[config.mk]
export PLATFORM = sky130hd
export DESIGN_NAME = smi_gate_ctrl
export DESIGN_NICKNAME = d
export VERILOG_FILES = /design/src/rtl/smi_pkg.sv /design/src/rtl/smi_feat_neg.sv /design/src/rtl/smi_ctl_regs.sv /design/src/rtl/smi_cmd_dec.sv /design/src/rtl/smi_gate_ctrl.sv
export SDC_FILE = /design/constraint.sdc
export NUM_CORES = 1
export LEC_CHECK = 0
export ABC_AREA = 1
export BUFFER_PORTS_ARGS = -buffer_cell sky130_fd_sc_hd__buf_2
export CORE_MARGIN = 2
export CORE_UTILIZATION = 34
export CTS_CLUSTER_DIAMETER = 60
export CTS_CLUSTER_SIZE = 40
export DETAILED_ROUTE_END_ITERATION = 7
export GPL_ROUTABILITY_DRIVEN = 0
export SYNTH_ARGS = -nofsm -noshare
export SYNTH_HDL_FRONTEND = slang
export SYNTH_SLANG_ARGS = --single-unit
[constraint.sdc]
create_clock -name clk -period 4.1 [get_ports clk]
set_clock_uncertainty 0.05 [all_clocks]
set_input_delay 0.205 -clock clk [delete_from_list [all_inputs] [get_ports clk]]
set_output_delay 0.205 -clock clk [all_outputs]
set_load 0.01 [all_outputs]
[src/rtl/smi_pkg.sv]
package smi_pkg;
    localparam int FEAT_W     = 64;
    localparam int BYTE_W     = 8;
    localparam int FEAT_BYTES = FEAT_W / BYTE_W;
    localparam int ADDR_W     = 5;

    localparam logic [ADDR_W-1:0] A_ACK    = 5'h18;
    localparam logic [ADDR_W-1:0] A_SMI_EN = 5'h19;
    localparam logic [ADDR_W-1:0] A_PMCTL  = 5'h1A;

    localparam logic [1:0] BANK_REQ   = 2'b00;
    localparam logic [1:0] BANK_OFFER = 2'b01;
    localparam logic [1:0] BANK_NEG   = 2'b10;

    localparam int TRIG_EN_BIT = 5;
    localparam int LOCK_BIT    = 4;
    localparam int BCAST_BIT   = 0;

    typedef enum logic [1:0] {
        CK_NONE,
        CK_ACPI_ON,
        CK_ACPI_OFF,
        CK_SMI
    } cmd_kind_e;

    function automatic cmd_kind_e classify_cmd(input logic we, input logic [7:0] d,
                                               input logic [7:0] on_code,
                                               input logic [7:0] off_code);
        if (!we)                return CK_NONE;
        else if (d == on_code)  return CK_ACPI_ON;
        else if (d == off_code) return CK_ACPI_OFF;
        else                    return CK_SMI;
    endfunction

    function automatic logic [BYTE_W-1:0] pick_byte(input logic [FEAT_W-1:0] v,
                                                    input logic [2:0] idx);
        return v[idx*BYTE_W +: BYTE_W];
    endfunction
endpackage

[src/rtl/smi_feat_neg.sv]
module smi_feat_neg
    import smi_pkg::*;
#(
    parameter logic [FEAT_W-1:0] HOST_FEATS = 64'h1
) (
    input  logic              clk,
    input  logic              rst,
    input  logic              wr_en,
    input  logic [ADDR_W-1:0] wr_addr,
    input  logic [BYTE_W-1:0] wr_data,
    output logic [FEAT_W-1:0] req_q,
    output logic [FEAT_W-1:0] neg_q,
    output logic              ok_q
);
    logic subset_ok;
    assign subset_ok = ((req_q & ~HOST_FEATS) == '0);

    always_ff @(posedge clk) begin
        if (rst) begin
            req_q <= '0;
            neg_q <= '0;
            ok_q  <= 1'b0;
        end else if (wr_en) begin
            if (wr_addr[4:3] == BANK_REQ)
                req_q[wr_addr[2:0]*BYTE_W +: BYTE_W] <= wr_data;
            if (wr_addr == A_ACK && !ok_q && subset_ok) begin
                neg_q <= req_q;
                ok_q  <= 1'b1;
            end
        end
    end
endmodule

[src/rtl/smi_ctl_regs.sv]
module smi_ctl_regs
    import smi_pkg::*;
(
    input  logic              clk,
    input  logic              rst,
    input  logic              wr_en,
    input  logic [ADDR_W-1:0] wr_addr,
    input  logic [BYTE_W-1:0] wr_data,
    output logic [BYTE_W-1:0] smi_en_q,
    output logic [BYTE_W-1:0] pmctl_q
);
    localparam logic [BYTE_W-1:0] LOCK_MASK = BYTE_W'(1) << LOCK_BIT;
    logic locked;
    assign locked = pmctl_q[LOCK_BIT];

    always_ff @(posedge clk) begin
        if (rst) begin
            smi_en_q <= '0;
            pmctl_q  <= '0;
        end else if (wr_en) begin
            if (wr_addr == A_SMI_EN)
                smi_en_q <= locked ? {wr_data[BYTE_W-1:1], smi_en_q[0]} : wr_data;
            if (wr_addr == A_PMCTL)
                pmctl_q <= locked ? (wr_data | LOCK_MASK) : wr_data;
        end
    end
endmodule

[src/rtl/smi_cmd_dec.sv]
module smi_cmd_dec
    import smi_pkg::*;
#(
    parameter int          NUM_CPU      = 4,
    parameter int          CPU_W        = 2,
    parameter logic [7:0]  ACPI_ON_CMD  = 8'hF0,
    parameter logic [7:0]  ACPI_OFF_CMD = 8'hF1
) (
    input  logic               clk,
    input  logic               rst,
    input  logic               cmd_we,
    input  logic [7:0]         cmd_data,
    input  logic [CPU_W-1:0]   cmd_cpu,
    input  logic               trig_en,
    input  logic               bcast,
    output logic               acpi_q,
    output logic [NUM_CPU-1:0] smi_q
);
    cmd_kind_e          kind;
    logic               fire;
    logic [NUM_CPU-1:0] target;

    assign kind = classify_cmd(cmd_we, cmd_data, ACPI_ON_CMD, ACPI_OFF_CMD);
    assign fire = (kind == CK_SMI) && trig_en;

    for (genvar i = 0; i < NUM_CPU; i++) begin : g_tgt
        assign target[i] = fire && (bcast || (cmd_cpu == CPU_W'(i)));
    end

    always_ff @(posedge clk) begin
        if (rst) begin
            acpi_q <= 1'b0;
            smi_q  <= '0;
        end else begin
            smi_q <= target;
            if (kind == CK_ACPI_ON)       acpi_q <= 1'b1;
            else if (kind == CK_ACPI_OFF) acpi_q <= 1'b0;
        end
    end
endmodule

[src/rtl/smi_gate_ctrl.sv]
module smi_gate_ctrl
    import smi_pkg::*;
#(
    parameter int                NUM_CPU      = 4,
    parameter int                CPU_W        = (NUM_CPU > 1) ? $clog2(NUM_CPU) : 1,
    parameter logic [7:0]        ACPI_ON_CMD  = 8'hF0,
    parameter logic [7:0]        ACPI_OFF_CMD = 8'hF1,
    parameter logic [FEAT_W-1:0] HOST_FEATS   = 64'h1
) (
    input  logic               clk,
    input  logic               rst,
    input  logic               cmd_we,
    input  logic [7:0]         cmd_data,
    input  logic [CPU_W-1:0]   cmd_cpu,
    input  logic               reg_we,
    input  logic [ADDR_W-1:0]  reg_addr,
    input  logic [BYTE_W-1:0]  reg_wdata,
    output logic [BYTE_W-1:0]  reg_rdata,
    output logic               acpi_en,
    output logic [NUM_CPU-1:0] smi_pulse
);
    logic [FEAT_W-1:0] req_q, neg_q;
    logic              ok_q;
    logic [BYTE_W-1:0] smi_en_q, pmctl_q;

    smi_feat_neg #(.HOST_FEATS(HOST_FEATS)) u_neg (
        .clk(clk), .rst(rst), .wr_en(reg_we), .wr_addr(reg_addr),
        .wr_data(reg_wdata), .req_q(req_q), .neg_q(neg_q), .ok_q(ok_q)
    );

    smi_ctl_regs u_regs (
        .clk(clk), .rst(rst), .wr_en(reg_we), .wr_addr(reg_addr),
        .wr_data(reg_wdata), .smi_en_q(smi_en_q), .pmctl_q(pmctl_q)
    );

    smi_cmd_dec #(
        .NUM_CPU(NUM_CPU), .CPU_W(CPU_W),
        .ACPI_ON_CMD(ACPI_ON_CMD), .ACPI_OFF_CMD(ACPI_OFF_CMD)
    ) u_dec (
        .clk(clk), .rst(rst), .cmd_we(cmd_we), .cmd_data(cmd_data),
        .cmd_cpu(cmd_cpu), .trig_en(smi_en_q[TRIG_EN_BIT]),
        .bcast(neg_q[BCAST_BIT]), .acpi_q(acpi_en), .smi_q(smi_pulse)
    );

    always_comb begin
        unique case (reg_addr[4:3])
            BANK_REQ:   reg_rdata = pick_byte(req_q, reg_addr[2:0]);
            BANK_OFFER: reg_rdata = pick_byte(HOST_FEATS, reg_addr[2:0]);
            BANK_NEG:   reg_rdata = pick_byte(neg_q, reg_addr[2:0]);
            default: begin
                if (reg_addr == A_ACK)         reg_rdata = {{(BYTE_W-1){1'b0}}, ok_q};
                else if (reg_addr == A_SMI_EN) reg_rdata = smi_en_q;
                else if (reg_addr == A_PMCTL)  reg_rdata = pmctl_q;
                else                           reg_rdata = '0;
            end
        endcase
    end
endmodule

# Yosys cells after proc, flatten, opt, wreduce, memory -nomap -nowiden
# Cells that the tools add are included.
[word_totals]
register_bits = 150
output_inout_bits = 13
elab_cells = 60
[classes]
n_addsub = 1
n_eq_ne = 13
shift = 5
muxes = 11
bitwise_logic = 1
reduce_logical = 21
[op_table]
columns = ["cell", "count"]
rows = [
  ["$shiftx 64x7->8", 2],
  ["$bwmux 64", 1],
  ["$logic_not 64->1", 1],
  ["$shift 8x34->64 const A", 1],
  ["$shiftx 64x7->8 const A", 1],
  ["$shiftx 8x34->64", 1],
  ["$neg 6->34", 1],
  ["$mux 8", 3],
  ["$pmux 8 s3", 1],
  ["$eq 8x8->1 const B", 2],
  ["$eq 5x5->1 const B", 3],
  ["$eq 2x2->1 const B", 5],
  ["$reduce_and 2->1", 4],
  ["$logic_and 1x1->1", 7],
  ["$eq 2x1->1 const B", 3],
  ["$mux 5", 1],
  ["$logic_not 2->1", 2],
  ["$logic_or 1x1->1", 4],
  ["$mux 2", 2],
  ["$mux 1", 3],
  ["$reduce_and 3->1", 1],
  ["$reduce_bool 2->1", 1],
  ["$logic_not 1->1", 1],
  ["$not 1->1", 1],
]

# Logic depth before layout (Yosys ltp)
# Gate-level depths: netlist of the first run.
[depth]
depth_word = 7
ltp_mapped = 13
depth_no_buf = 12

# By module
# From an unflattened synthesis of the first run, not the netlist that was laid out.
[unflattened]
hier_cells = 1086
area_unflattened_um2 = 7484.7
[modules_own_cells]
columns = ["mod", "instances", "cells_each", "area_each_um2", "seq_area_each_um2"]
rows = [
  ["smi_feat_neg", 1, 617, 4942.2, 2582.5],
  ["smi_gate_ctrl", 1, 347, 1637.8, 0.0],
  ["smi_ctl_regs", 1, 83, 633.1, 320.3],
  ["smi_cmd_dec", 1, 39, 271.5, 100.1],
]

# Worst setup path before layout of the first run
# Ideal clock, no wire load.
[synth_timing]
path_type = "input -> register"
start = "input port reg_addr[1]"
end = "register u_neg.req_q[6]"
arrival_ns = 1.937
required_ns = 3.931
setup_slack_ns = 1.994
stages = 9
path_cell_list = "buf_2 > clkinv_1 > ha_1 > ha_1 > nor3b_1 > nand3_1 > buf_2 > o21ai_0 > a21oi_1"
[synth_via]
elab_chain_cells = 3
word_cells_on_any_way = 4
cone_classes = "add/sub: 1; shift: 2; mux: 1"
[synth_rtl]
columns = ["item", "line_no", "text"]
rows = [
  ["start: declaration", "smi_gate_ctrl.sv:16", "input logic [ADDR_W-1:0] reg_addr,"],
  ["$neg 6->34 (*)", "smi_feat_neg.sv:25", "req_q[wr_addr[2:0]*BYTE_W +: BYTE_W] <= wr_data;"],
  ["$shiftx 8x34->64 / $shift 8x34->64 (equally long branches)", "smi_feat_neg.sv:25", ""],
  ["$bwmux 64 (*)", "smi_feat_neg.sv:25", ""],
  ["end signal: indexed assignment", "smi_feat_neg.sv:25", ""],
  ["end: declaration", "smi_feat_neg.sv:11", "output logic [FEAT_W-1:0] req_q,"],
]
# Mark *: on every way between the ends. The rest lies on a longest branch, timed or not.
# A chain may end at the register's enable or synchronous reset.

# Worst setup path after layout of the first run
[layout_timing]
start = "input port reg_addr[4]"
end = "output port reg_rdata[1]"
[layout_via]
elab_chain_cells = 5
word_cells_on_any_way = 10
cone_classes = "eq/ne: 5; mux: 4; reduce/logical: 1"
[layout_rtl]
columns = ["item", "line_no", "text"]
rows = [
  ["$eq 5x5->1", "smi_gate_ctrl.sv:53", "else if (reg_addr == A_PMCTL) reg_rdata = pmctl_q;"],
  ["$mux 8", "smi_gate_ctrl.sv:53", ""],
  ["$mux 8", "smi_gate_ctrl.sv:52", "else if (reg_addr == A_SMI_EN) reg_rdata = smi_en_q;"],
  ["$mux 8", "smi_gate_ctrl.sv:51", "if (reg_addr == A_ACK) reg_rdata = {{(BYTE_W-1){1'b0}}, ok_q};"],
  ["$pmux 8 s3 (*)", "smi_gate_ctrl.sv:46", "unique case (reg_addr[4:3])"],
  ["end: declaration", "smi_gate_ctrl.sv:18", "output logic [BYTE_W-1:0] reg_rdata,"],
]
# Marked as above.

==> load_flow_metrics.sql, run 1 <==
INSERT INTO impl_metrics (metric_group, metric, value, unit) VALUES
('worst_setup_path', 'worst-setup-path-type', 'in2out', ''),
('synthesis', 'synth-edff-count', '0', ''),
('worst_setup_path', 'worstPathBufferInverterCount', '4', ''),
('place', 'post_dp_cell_area', '0.00748', 'sq mm'),
('timing', 'final-setup-viol-count', '0', ''),
('cts', 'cts_buffers', '17', ''),
('synthesis', 'synth_flop_cell', 'dfxtp_1', ''),
('timing', 'timing.hold.ws', '0.0330', 'ns'),
('timing', 'slew_viol_final', '0', ''),
('place', 'port_bufs', '39', ''),
('cts', 'insertion_delay', '0.43', 'ns'),
('synthesis', 'netlist_instances', '1022', ''),
('cells_and_area', 'fill_count', '2234', ''),
('worst_hold_path', 'hold_path_startpoint', 'cmd_data[1]', ''),
('place', 'dp.final_hpwl', '14900', 'microns'),
('drt', 'routed_wl', '21200', 'microns'),
('worst_setup_path', 'timing.critical_path.from_type', 'input pin', ''),
('timing', 'post_route_minimum_period', '2.70', 'ns'),
('worst_setup_path', 'worst_path_largest_cell_delay', '0.67', 'ns'),
('synthesis', 'synth-seq-area-share', '41.7', '%'),
('global_routing', 'grt_max_degree', '88', ''),
('drt', 'avgRoutedWirePerCell', '16.1', 'microns'),
('synthesis', 'ys_top_cells_by_count', 'dfxtp_1 (150), inv_1 (149), nand3_1 (124), nand2_1 (121), o21ai_0 (109)', ''),
('outcome', 'outcome', 'completed', ''),
('synthesis', 'yosys-top-cells-area', 'dfxtp_1 (42%), nand3_1 (8.6%), inv_1 (7.8%)', ''),
('cts', 'clock_sinks', '150', ''),
('worst_setup_path', 'r2r-start', 'u_neg.req_q[34]$_SDFFE_PP0P_', ''),
('timing', 'worstMarginPinSlew', '0.866', 'ns'),
('cts', 'clock-root-buffer', 'clkbuf_16', ''),
('power', 'pd_cells', '429', 'mW/mm^2'),
('cts', 'post_cts_setup_bufs', '0', ''),
('synthesis', 'postSynthRegisterBits', '150', ''),
('worst_setup_path', 'setup.worst_path.end_class', 'output port', ''),
('drt', 'detailedRoute.firstPassIterationCount', '5', ''),
('synthesis', 'netlist_area', '0.00721', 'sq mm'),
('floorplanning', 'design.die.area', '0.0224', 'sq mm'),
('timing', 'grt_setup_unrepaired', 'no', ''),
('floorplanning', 'fp.dieH', '150', 'microns'),
('worst_setup_path', 'cpLargestDelayFamily', 'buffers and inverters', ''),
('global_routing', 'grt_first_pass_wirelength', '33400', 'microns'),
('cts', 'h-tree-depth', '4', ''),
('timing', 'final_min_period_over_clock_period', '65.8', '%'),
('floorplanning', 'floorplan.io_pins', '40', ''),
('floorplanning', 'num_rows', '53', ''),
('worst_setup_path', 'critical_path_arrival', '2.44', 'ns'),
('cells_and_area', 'final_area', '0.00814', 'sq mm'),
('flow_run', 'max-cap-violations', '0', ''),
('drt', 'met2_wire_length', '9170', 'microns'),
('synthesis', 'yosys_warnings', '0', ''),
('synthesis', 'synth.most_common_cell', 'dfxtp_1', ''),
('worst_setup_path', 'worst_ep_required_time', '3.85', 'ns'),
('cells_and_area', 'fraction_of_layout_instances_using_a_drive_strength_above_1', '9.88', '%'),
('worst_hold_path', 'worst_hold_path_type', 'in2reg', ''),
('worst_setup_path', 'worst_setup_path_startpoint', 'reg_addr[4]', ''),
('synthesis', 'yosysTopAreaCellShare', '41.7', '%'),
('drt', 'met3_wl_post_dr', '1570', 'microns'),
('cells_and_area', 'synthToLayoutAreaGrowth', '13.0', '%'),
('cells_and_area', 'sequential_cell_area', '0.00300', 'sq mm'),
('timing', 'totalNegativeSetupSlack', '0', 'ns'),
('global_routing', 'antenna_found_initial', '0', ''),
('power', 'power_leakage', '0.00373', 'uW'),
('drt', 'dr_total_vias', '6704', ''),
('drt', 'drc', '0', ''),
('worst_setup_path', 'worst_path_fanout_max', '87', ''),
('drt', 'detailedRoute.firstIterationViolations', '839', ''),
('global_routing', 'gr-total-overflow', '0', ''),
('timing', 'finalHoldViolCount', '0', ''),
('worst_setup_path', 'worst-r2r-setup-slack', '1.96', 'ns'),
('global_routing', 'grtUsageTotal', '19.4', '%'),
('drt', 'routed_via_density', '5.09', ''),
('synthesis', 'synth_area_leader_cell', 'dfxtp_1', '');
## cell usage in the layout (no fill, tap or decap), types with 2 or more instances in the layout
| cell type | synthesis | final |
|---|---|---|
| a211oi_1 | 6 | 6 |
| a21oi_1 | 97 | 97 |
| buf_2 | 18 | 39 |
| buf_4 | 4 | 3 |
| bufinv_16 | 0 | 4 |
| clkbuf_1 | 21 | 2 |
| clkbuf_16 | 0 | 17 |
| clkbuf_8 | 0 | 4 |
| clkinv_2 | 0 | 3 |
| clkinvlp_4 | 0 | 2 |
| dfxtp_1 | 150 | 150 |
| dlygate4sd3_1 | 0 | 3 |
| ha_1 | 11 | 10 |
| inv_1 | 149 | 149 |
| inv_2 | 11 | 11 |
| nand2_1 | 121 | 121 |
| nand2_4 | 2 | 2 |
| nand3_1 | 124 | 124 |
| nand4_1 | 5 | 5 |
| nand4_2 | 3 | 3 |
| nor2_1 | 102 | 102 |
| nor2_2 | 3 | 3 |
| nor2_4 | 3 | 3 |
| nor3_1 | 22 | 22 |
| nor3_4 | 2 | 2 |
| nor4_1 | 4 | 4 |
| o211ai_1 | 25 | 25 |
| o21ai_0 | 109 | 109 |
| o21ai_1 | 6 | 6 |
## cells by family after synthesis
| kind of cell | synth area share, % |
|---|---|
| AND/OR/NAND/NOR | 25.4 |
| AO/OA/AOI/OAI | 18.3 |
| buffers and inverters | 12.8 |
| flip-flops | 41.7 |
| adder cells (fa/ha/maj) | 1.91 |
## registers in the layout, summed over array words and instances, names as in the netlist
signal and count:
u_dec.acpi_q 1, u_neg.neg_q 64, u_regs.smi_en_q 8, u_dec.smi_q 4
u_neg.req_q 64, u_neg.ok_q 1, u_regs.pmctl_q 8
## power breakdown
part	switching [uW]	internal, uW	leakage (uW)
clock	607	1080	0.000305
combinational	250	87.8	0.00221
sequential	6.13	1470	0.00121
total	862	2630	0.00373
## per-stage QoR
step	instances	total power (uW)	setup slack (ns)
after CTS	1317	3520	1.42
after floorplan	1022	1730	1.99
after detailed placement	1283	1830	1.16
after global routing	1317	3610	1.21
final	1317	3500	1.40
after global placement	1283	1830	1.31
## worst min-delay path, stage by stage
cell and delay (ns):
buf_2 0.09, nor4_1 0.05, nand3_1 0.06, a21oi_1 0.06
## final cells by class
cell class | instances | share of cell area (%)
Clock buffer | 23 | 5.99
Clock inverter | 8 | 1.78
Inverter | 162 | 7.48
Multi-Input combinational cell | 653 | 40.4
Sequential cell | 150 | 36.9
Tap cell | 275 | 4.22
Timing Repair Buffer | 46 | 3.29
## final timing paths
path / endpoint / depth (start not counted)
max: reg_rdata[1] / 11
min: u_dec.acpi_q$_SDFFE_PP0P_ / 4
max reg2reg: u_neg.neg_q[45]$_SDFFE_PP0P_ / 9
min reg2reg: u_neg.neg_q[35]$_SDFFE_PP0P_ / 2
## layer usage
layer | up-vias | global-route usage (%)
met5 | - | 0
met4 | 0 | 6.24
met3 | 32 | 4.45
met2 | 238 | 28.3
met1 | 3068 | 28.0
li1 | 3366 | -
## timing repair
action                                 4_1_cts  5_1_grt
gates resized for setup                      0        0
hold buffers                                 3        0
endpoints found under the hold margin        2        0
Note: power is estimated with default switching activity, not from simulation.
==> run 2: changes to the inputs <==
--- a/config.mk
+++ b/config.mk
@@ -5,7 +5,7 @@
 export SDC_FILE = /design/constraint.sdc
 export NUM_CORES = 1
 export LEC_CHECK = 0
-export ABC_AREA = 1
+export ABC_AREA = 0
 export BUFFER_PORTS_ARGS = -buffer_cell sky130_fd_sc_hd__buf_2
 export CORE_MARGIN = 2
 export CORE_UTILIZATION = 34
==> constraint.sdc (replaced) <==
create_clock -name clk -period 2.65 [get_ports clk]
set_clock_uncertainty 0.05 [all_clocks]
set_input_delay 0.1325 -clock clk [delete_from_list [all_inputs] [get_ports clk]]
set_output_delay 0.1325 -clock clk [all_outputs]
set_load 0.01 [all_outputs]
==> run 2 against run 1 <==
Net effect: synthesized cell count fell by 35%; sequential power rose by 54%; wire length fell by 16%; via count fell by 26%; worst setup slack got worse by 1.1 ns; final area fell by 5.8%; combinational power fell by 5%; worst hold slack got worse by 0.017 ns; final cell count fell by 28%; area after synthesis fell by 9.2%; largest cell class unchanged; highest routed layer unchanged.
==> load_flow_metrics.sql, run 2 <==
INSERT INTO impl_metrics (metric_group, metric, value, unit) VALUES
('cells_and_area', 'fill_count', '1824', ''),
('cells_and_area', 'antennaDiodeCount', '0', ''),
('synthesis', 'synth-edff-count', '0', ''),
('floorplanning', 'floorplan.initialDensity', '34.9', '%'),
('worst_setup_path', 'worst_path_fanout_max', '36', ''),
('place', 'dp_worst_setup_slack', '0.393', 'ns'),
('floorplanning', 'num_rows', '50', ''),
('synthesis', 'postSynthRegisterBits', '150', ''),
('cells_and_area', 'reg.largest.list', 'u_neg.neg_q x64, u_neg.req_q x64', ''),
('synthesis', 'synth_area_leader_cell', 'dfxtp_1', ''),
('synthesis', 'synth-seq-area-share', '45.9', '%'),
('cts', 'h-tree-depth', '4', ''),
('timing', 'final-setup-viol-count', '0', ''),
('drt', 'detailedRoute.firstIterationViolations', '345', ''),
('global_routing', 'grtUsageTotal', '18.5', '%'),
('cts', 'cts_max_path_buffers', '2', ''),
('cts', 'insertion_delay', '0.43', 'ns'),
('synthesis', 'yosys-top-cells-area', 'dfxtp_1 (46%), mux4_2 (11%), mux2i_1 (9.5%)', ''),
('floorplanning', 'design.die.area', '0.0204', 'sq mm'),
('worst_setup_path', 'timing.critical_path.from_type', 'input pin', ''),
('worst_setup_path', 'worst-setup-path-type', 'in2out', ''),
('global_routing', 'gr-total-overflow', '0', ''),
('global_routing', 'grt_max_degree', '59', ''),
('timing', 'post_route_minimum_period', '2.31', 'ns'),
('synthesis', 'yosysTopAreaCellShare', '45.9', '%'),
('synthesis', 'synth_flop_cell', 'dfxtp_1', ''),
('flow_run', 'max-cap-violations', '0', ''),
('cts', 'clk_pin_slew', '0.06', 'ns'),
('place', 'post_dp_cell_area', '0.00706', 'sq mm'),
('power', 'ir_drop', '0.326', 'mV'),
('synthesis', 'yosys_warnings', '0', ''),
('global_routing', 'antenna_found_initial', '0', ''),
('timing', 'grt_setup_unrepaired', 'no', ''),
('place', 'port_bufs', '39', ''),
('timing', 'timing.max_slew.rel_slack', '54.5', '%'),
('timing', 'final_min_period_over_clock_period', '87.3', '%'),
('drt', 'dr_total_vias', '4955', ''),
('cts', 'clock-root-buffer', 'clkbuf_16', ''),
('worst_setup_path', 'critical_path_arrival', '2.13', 'ns'),
('timing', 'worstMarginPinSlew', '0.676', 'ns'),
('synthesis', 'ys_top_cells_by_count', 'dfxtp_1 (150), and2_1 (71), nor2_1 (69), mux2i_1 (62), nand2_1 (52)', ''),
('synthesis', 'synth.most_common_cell', 'dfxtp_1', ''),
('drt', 'final_antenna_net_count', '0', ''),
('drt', 'routed_wl', '17700', 'microns'),
('cts', 'cts_resized', '0', ''),
('synthesis', 'synth_async_sr_flop_share', '0', '%'),
('cells_and_area', 'mostFrequentLayoutCells', 'dfxtp_1 (150), and2_1 (71), nor2_1 (69), mux2i_1 (62), nand2_1 (52)', ''),
('cells_and_area', 'synthToLayoutAreaGrowth', '17.2', '%'),
('cells_and_area', 'fraction_of_layout_instances_using_a_drive_strength_above_1', '17.4', '%'),
('synthesis', 'synth.net_count', '698', ''),
('synthesis', 'netlist_area', '0.00655', 'sq mm'),
('synthesis', 'synthDistinctLibCells', '40', ''),
('cells_and_area', 'finalNetCount', '742', ''),
('worst_setup_path', 'worst_ep_required_time', '2.47', 'ns'),
('cts', 'cts_buffers', '17', ''),
('cells_and_area', 'final_common_cell', 'dfxtp_1', ''),
('place', 'dp.final_hpwl', '12600', 'microns'),
('floorplanning', 'die_x', '143', 'microns'),
('drt', 'drc', '0', ''),
('floorplanning', 'floorplan.io_pins', '40', ''),
('cells_and_area', 'final_area', '0.00767', 'sq mm'),
('drt', 'avgRoutedWirePerCell', '18.6', 'microns'),
('drt', 'routed_via_density', '5.21', ''),
('drt', 'detailedRoute.firstPassIterationCount', '4', ''),
('synthesis', 'netlist_instances', '660', ''),
('timing', 'finalHoldViolCount', '0', ''),
('worst_hold_path', 'worst_hold_path_type', 'in2reg', ''),
('floorplanning', 'fp.dieH', '143', 'microns'),
('worst_setup_path', 'setup.worst_path.end_class', 'output port', ''),
('floorplanning', 'core_area', '0.0188', 'sq mm'),
('timing', 'slew_viol_final', '0', ''),
('timing', 'fin_ws', '0.335', 'ns'),
('power', 'power_leakage', '0.00322', 'uW'),
('synthesis', 'syn_avg_cell_area', '9.92', 'sq um'),
('power', 'pd_cells', '637', 'mW/mm^2'),
('cts', 'tritoncts', 'built', ''),
('timing', 'max_fclk', '432', 'MHz'),
('outcome', 'outcome', 'completed', ''),
('global_routing', 'grt_first_pass_wirelength', '28100', 'microns'),
('global_routing', 'grt_pass1_vias', '4835', ''),
('cts', 'clock_sinks', '150', ''),
('timing', 'totalNegativeSetupSlack', '0', 'ns');
-- run 2: cell types whose count changed after synthesis, sizes merged, moves of 13 or more --
cell / before / now
buf: 36 / 12
a21oi: 97 / 51
nor2: 108 / 69
nand2: 123 / 52
nor3: 25 / 5
and2: 1 / 71
o211ai: 25 / 0
and3: 0 / 13
nor4: 4 / 17
o21ai: 115 / 8
mux2i: 0 / 62
nand3: 125 / 38
inv: 160 / 9
mux4: 0 / 31
-- run 2: routing by layer --
metal  part of all wire [%]  up-vias  track usage (%)
met3                    5.5       32             4.53
li1                       -     2434                -
met2                     45      138             28.7
met1                     47     2351             24.9
met4                    2.5        0             7.30
met5                      0        -                0
-- run 2: cells by family (layout without fill, tap and decap cells) --
| logic type | Yosys count | count (layout) | synth area share, % |
|---|---|---|---|
| DFF | 150 | 150 | 45.9 |
| AOI/OAI and AO/OA | 72 | 72 | 6.21 |
| and+or+nand+nor | 287 | 287 | 22.6 |
| muxes | 93 | 93 | 20.1 |
| adders and majority gates | 11 | 11 | 2.10 |
| buffers and inverters | 47 | 104 | 3.06 |
-- run 2: through the flow --
stage	cells	util [%]	total power (uW)	hold WS (ns)
6_report	951	40.9	4880	0.0158
5_1_grt	951	40.9	5040	0.0193
4_1_cts	951	40.9	4920	0.00431
3_5_place_dp	914	37.6	2620	0.348
2_1_floorplan	660	-	2500	0.223
3_3_place_gp	914	37.6	2630	0.349
-- run 2: layout make-up --
class	count	area, sq um	area share, %
Sequential cell	150	3000	39.1
Tap cell	234	293	3.82
Multi-Input combinational cell	463	3350	43.7
Timing Repair Buffer	63	425	5.55
Clock buffer	19	443	5.77
Inverter	9	33.8	0.440
Clock inverter	13	123	1.60
-- run 2: what timing repair did --
action                    in CTS  in global routing
hold endpoints to repair       5                  0
setup buffers                  0                  0
hold buffers                   5                  0
-- run 2: power by group --
| group | leakage (uW) | switching, uW | internal (uW) | total (uW) |
|---|---|---|---|---|
| clock | 0.000278 | 975 | 1330 | 2300 |
| sequential | 0.00121 | 3.26 | 2260 | 2260 |
| combinational | 0.00173 | 208 | 113 | 320 |
-- run 2: critical path, stage by stage --
cell	delay, ns
buf_2	0.15
inv_1	0.08
ha_1	0.33
buf_12	0.24
mux4_2	0.36
mux2i_1	0.37
o22a_1	0.21
o21ai_0	0.09
buf_2	0.16
-- run 2: path summary, 6_finish.rpt --
kind                                 from                             end  slack [ns]  cells past startpoint
max                           reg_addr[3]                    reg_rdata[3]        0.34                      9
min                          reg_wdata[2]  u_regs.pmctl_q[2]$_SDFFE_PP0P_        0.02                      3
max reg2reg  u_neg.req_q[18]$_SDFFE_PP0P_    u_neg.neg_q[60]$_SDFFE_PP0P_        0.41                      7
min reg2reg  u_neg.neg_q[18]$_SDFFE_PP0P_    u_neg.neg_q[18]$_SDFFE_PP0P_        0.40                      1
==> run 3: changes to the inputs <==
--- a/config.mk
+++ b/config.mk
@@ -5,8 +5,9 @@
 export SDC_FILE = /design/constraint.sdc
 export NUM_CORES = 1
 export LEC_CHECK = 0
-export ABC_AREA = 0
+export ABC_AREA = 1
 export BUFFER_PORTS_ARGS = -buffer_cell sky130_fd_sc_hd__buf_2
+export CAP_MARGIN = 0
 export CORE_MARGIN = 2
 export CORE_UTILIZATION = 34
 export CTS_CLUSTER_DIAMETER = 60
==> constraint.sdc (replaced) <==
create_clock -name clk -period 2.65 [get_ports clk]
set_clock_uncertainty 0.05 [all_clocks]
set_input_delay 0.3975 -clock clk [delete_from_list [all_inputs] [get_ports clk]]
set_output_delay 0.3975 -clock clk [all_outputs]
set_load 0.01 [all_outputs]
==> run 3 against run 2 <==
Net effect: worst setup slack got worse by 0.26 ns; worst hold slack gained 0.16 ns; global-route usage up 2.4 points; critical path depth grew 3; total power rose by 7.0%; via count increased by 40%; sequential share of layout area decreased by 3.5 points; die area grew 9.8%; clock power is essentially flat; first-iteration DRC count is 95% higher; non-clock buffer count up 14; sequential power about the same; critical path type unchanged.
==> load_flow_metrics.sql, run 3 (synthesized netlist as in run 1, its figures left out) <==
INSERT INTO impl_metrics (metric_group, metric, value, unit) VALUES
('place', 'port_bufs', '39', ''),
('worst_hold_path', 'hold_path_startpoint', 'cmd_cpu[1]', ''),
('place', 'dp.final_hpwl', '16200', 'microns'),
('power', 'power_switching', '1480', 'uW'),
('power', 'share_of_power_burned_in_the_clock_network', '44.5', '%'),
('cts', 'insertion_delay', '0.44', 'ns'),
('cells_and_area', 'total_area_of_multi_input_combinational_cells', '0.00332', 'sq mm'),
('cells_and_area', 'fill_count', '2159', ''),
('global_routing', 'grt_pass1_vias', '6407', ''),
('power', 'power.share.combinational', '11.9', '%'),
('drt', 'drc', '0', ''),
('timing', 'max_fclk', '388', 'MHz'),
('global_routing', 'antenna_found_initial', '0', ''),
('worst_setup_path', 'worst_path_fanout_max', '17', ''),
('cells_and_area', 'final_common_cell', 'dfxtp_1', ''),
('power', 'sequentialPowerShare', '43.6', '%'),
('floorplanning', 'fp.dieH', '150', 'microns'),
('global_routing', 'gr-total-overflow', '0', ''),
('global_routing', 'grtUsageTotal', '20.9', '%'),
('timing', 'timing.hold.ws', '0.173', 'ns'),
('worst_setup_path', 'setup.worst_path.end_class', 'output port', ''),
('floorplanning', 'core_area', '0.0209', 'sq mm'),
('power', 'power_leakage', '0.00388', 'uW'),
('timing', 'final_min_period_over_clock_period', '97.1', '%'),
('drt', 'final_antenna_net_count', '0', ''),
('worst_setup_path', 'worst_r2r_path_depth', '9', ''),
('cells_and_area', 'mostFrequentLayoutCells', 'dfxtp_1 (150), inv_1 (148), nand3_1 (121), nand2_1 (120), o21ai_0 (107)', ''),
('cells_and_area', 'final_util', '40.4', '%'),
('cts', 'clk_pin_slew', '0.07', 'ns'),
('cts', 'cts_buffers', '17', ''),
('cts', 'clock_sinks', '150', ''),
('worst_setup_path', 'r2r-start', 'u_neg.req_q[34]$_SDFFE_PP0P_', ''),
('floorplanning', 'num_rows', '53', ''),
('timing', 'post_route_minimum_period', '2.57', 'ns'),
('timing', 'worstMarginPinSlew', '0.555', 'ns'),
('floorplanning', 'die_x', '150', 'microns'),
('cells_and_area', 'antennaDiodeCount', '0', ''),
('cells_and_area', 'post_layout_nonfiller_instances', '1349', ''),
('cells_and_area', 'final_area', '0.00843', 'sq mm'),
('cts', 'cts_max_path_buffers', '2', ''),
('outcome', 'outcome', 'completed', ''),
('worst_setup_path', 'critical_path.reg2reg.endpoint', 'u_neg.neg_q[26]$_SDFFE_PP0P_', ''),
('timing', 'final-setup-viol-count', '0', ''),
('worst_setup_path', 'critical_path_arrival', '2.13', 'ns'),
('drt', 'routed_via_density', '5.13', ''),
('worst_setup_path', 'worst_ep_required_time', '2.20', 'ns'),
('worst_setup_path', 'worst-setup-path-type', 'in2out', ''),
('floorplanning', 'floorplan.initialDensity', '34.5', '%'),
('timing', 'slew_viol_final', '0', ''),
('cts', 'clock-root-buffer', 'clkbuf_16', ''),
('cells_and_area', 'sequential_cell_area', '0.00300', 'sq mm'),
('timing', 'timing.max_slew.rel_slack', '62.9', '%'),
('floorplanning', 'floorplan.io_pins', '40', ''),
('global_routing', 'grt_first_pass_wirelength', '35600', 'microns'),
('drt', 'dr_total_vias', '6920', ''),
('cells_and_area', 'fraction_of_layout_instances_using_a_drive_strength_above_1', '13.7', '%'),
('floorplanning', 'design.die.area', '0.0224', 'sq mm'),
('power', 'pd_cells', '620', 'mW/mm^2'),
('power', 'switching_share', '28.2', '%'),
('cells_and_area', 'finalNetCount', '1099', ''),
('worst_setup_path', 'worst-r2r-setup-slack', '0.85', 'ns'),
('cts', 'ctsHoldBuffers', '0', ''),
('power', 'post-layout-total-power', '5230', 'uW'),
('drt', 'detailedRoute.firstPassIterationCount', '5', ''),
('place', 'placed_cells_incl_taps', '1315', ''),
('worst_hold_path', 'worst_hold_path_type', 'in2reg', ''),
('drt', 'detailedRoute.firstIterationViolations', '674', ''),
('worst_setup_path', 'timing.critical_path.from_type', 'input pin', ''),
('place', 'post_dp_cell_area', '0.00775', 'sq mm'),
('worst_hold_path', 'hold_path_depth', '3', ''),
('drt', 'avgRoutedWirePerCell', '17.0', 'microns'),
('cts', 'h-tree-depth', '4', ''),
('power', 'intPower', '3750', 'uW'),
('cells_and_area', 'reg.largest.list', 'u_neg.neg_q x64, u_neg.req_q x64', ''),
('flow_run', 'max-cap-violations', '0', ''),
('drt', 'routed_wl', '22900', 'microns'),
('timing', 'grt_setup_unrepaired', 'no', ''),
('cts', 'tritoncts', 'built', ''),
('cells_and_area', 'synthToLayoutAreaGrowth', '17.0', '%'),
('power', 'ir_drop', '0.445', 'mV'),
('global_routing', 'grt_max_degree', '56', ''),
('timing', 'finalHoldViolCount', '0', ''),
('worst_hold_path', 'hold_end', 'u_dec.smi_q[3]$_SDFF_PP0_', ''),
('cts', 'post_cts_setup_bufs', '0', '');
run 3: routing by layer:
metal	GRT usage, %	vias up	wire (microns)
met3	4.85	40	1620
li1	-	3438	-
met1	29.5	3202	10900
met5	0	-	0
met4	7.76	0	565
met2	31.0	240	9840
run 3: per-stage QoR:
stage	TNS (ns)	worst slack, ns
after global placement	-0.377	-0.170
after floorplan	0	0.351
after global routing	0	0.0195
after detailed placement	-0.240	-0.141
after CTS	-0.108	-0.0394
final	0	0.0760
run 3: power groups by stage:
stage	sequential (uW)	clock, uW	combinational [uW]
6_report	2280	2330	622
5_1_grt	2280	2450	673
4_1_cts	2280	2370	591
3_5_place_dp	2330	0	563
3_3_place_gp	2330	0	567
2_1_floorplan	2330	0	350
run 3: repair_timing:
item                                    4_1_cts  5_1_grt
cloned                                        1        1
resized for setup                             5       15
endpoints found under the setup margin        6        8
pin swaps                                     3        6
run 3: worst max path at each step:
| stage | from | end | depth (start not counted) |
|---|---|---|---|
| 2_1_floorplan | reg_addr[1] | u_neg.req_q[6]$_SDFFE_PP0P_ | 9 |
| 3_3_place_gp | reg_addr[4] | reg_rdata[1] | 13 |
| 3_5_place_dp | reg_addr[4] | reg_rdata[1] | 13 |
| 4_1_cts | reg_addr[3] | reg_rdata[7] | 12 |
| 5_1_grt | reg_addr[4] | reg_rdata[1] | 12 |
| 6_report | reg_addr[4] | reg_rdata[1] | 12 |
run 3: final cells by class:
cell class / count / share of cell area, %
Inverter: 162 / 7.29
Clock inverter: 13 / 1.35
Multi-Input combinational cell: 653 / 39.4
Clock buffer: 19 / 5.37
Sequential cell: 150 / 35.6
Timing Repair Buffer: 77 / 6.91
Tap cell: 275 / 4.08
run 3: worst max-delay path: stages:
cell	delay, ns
buf_2	0.10
inv_1	0.10
ha_4	0.23
buf_8	0.15
buf_16	0.16
buf_12	0.15
o211ai_1	0.26
nand3_1	0.14
nand3_1	0.11
nand3_2	0.09
o21ai_0	0.08
buf_2	0.15
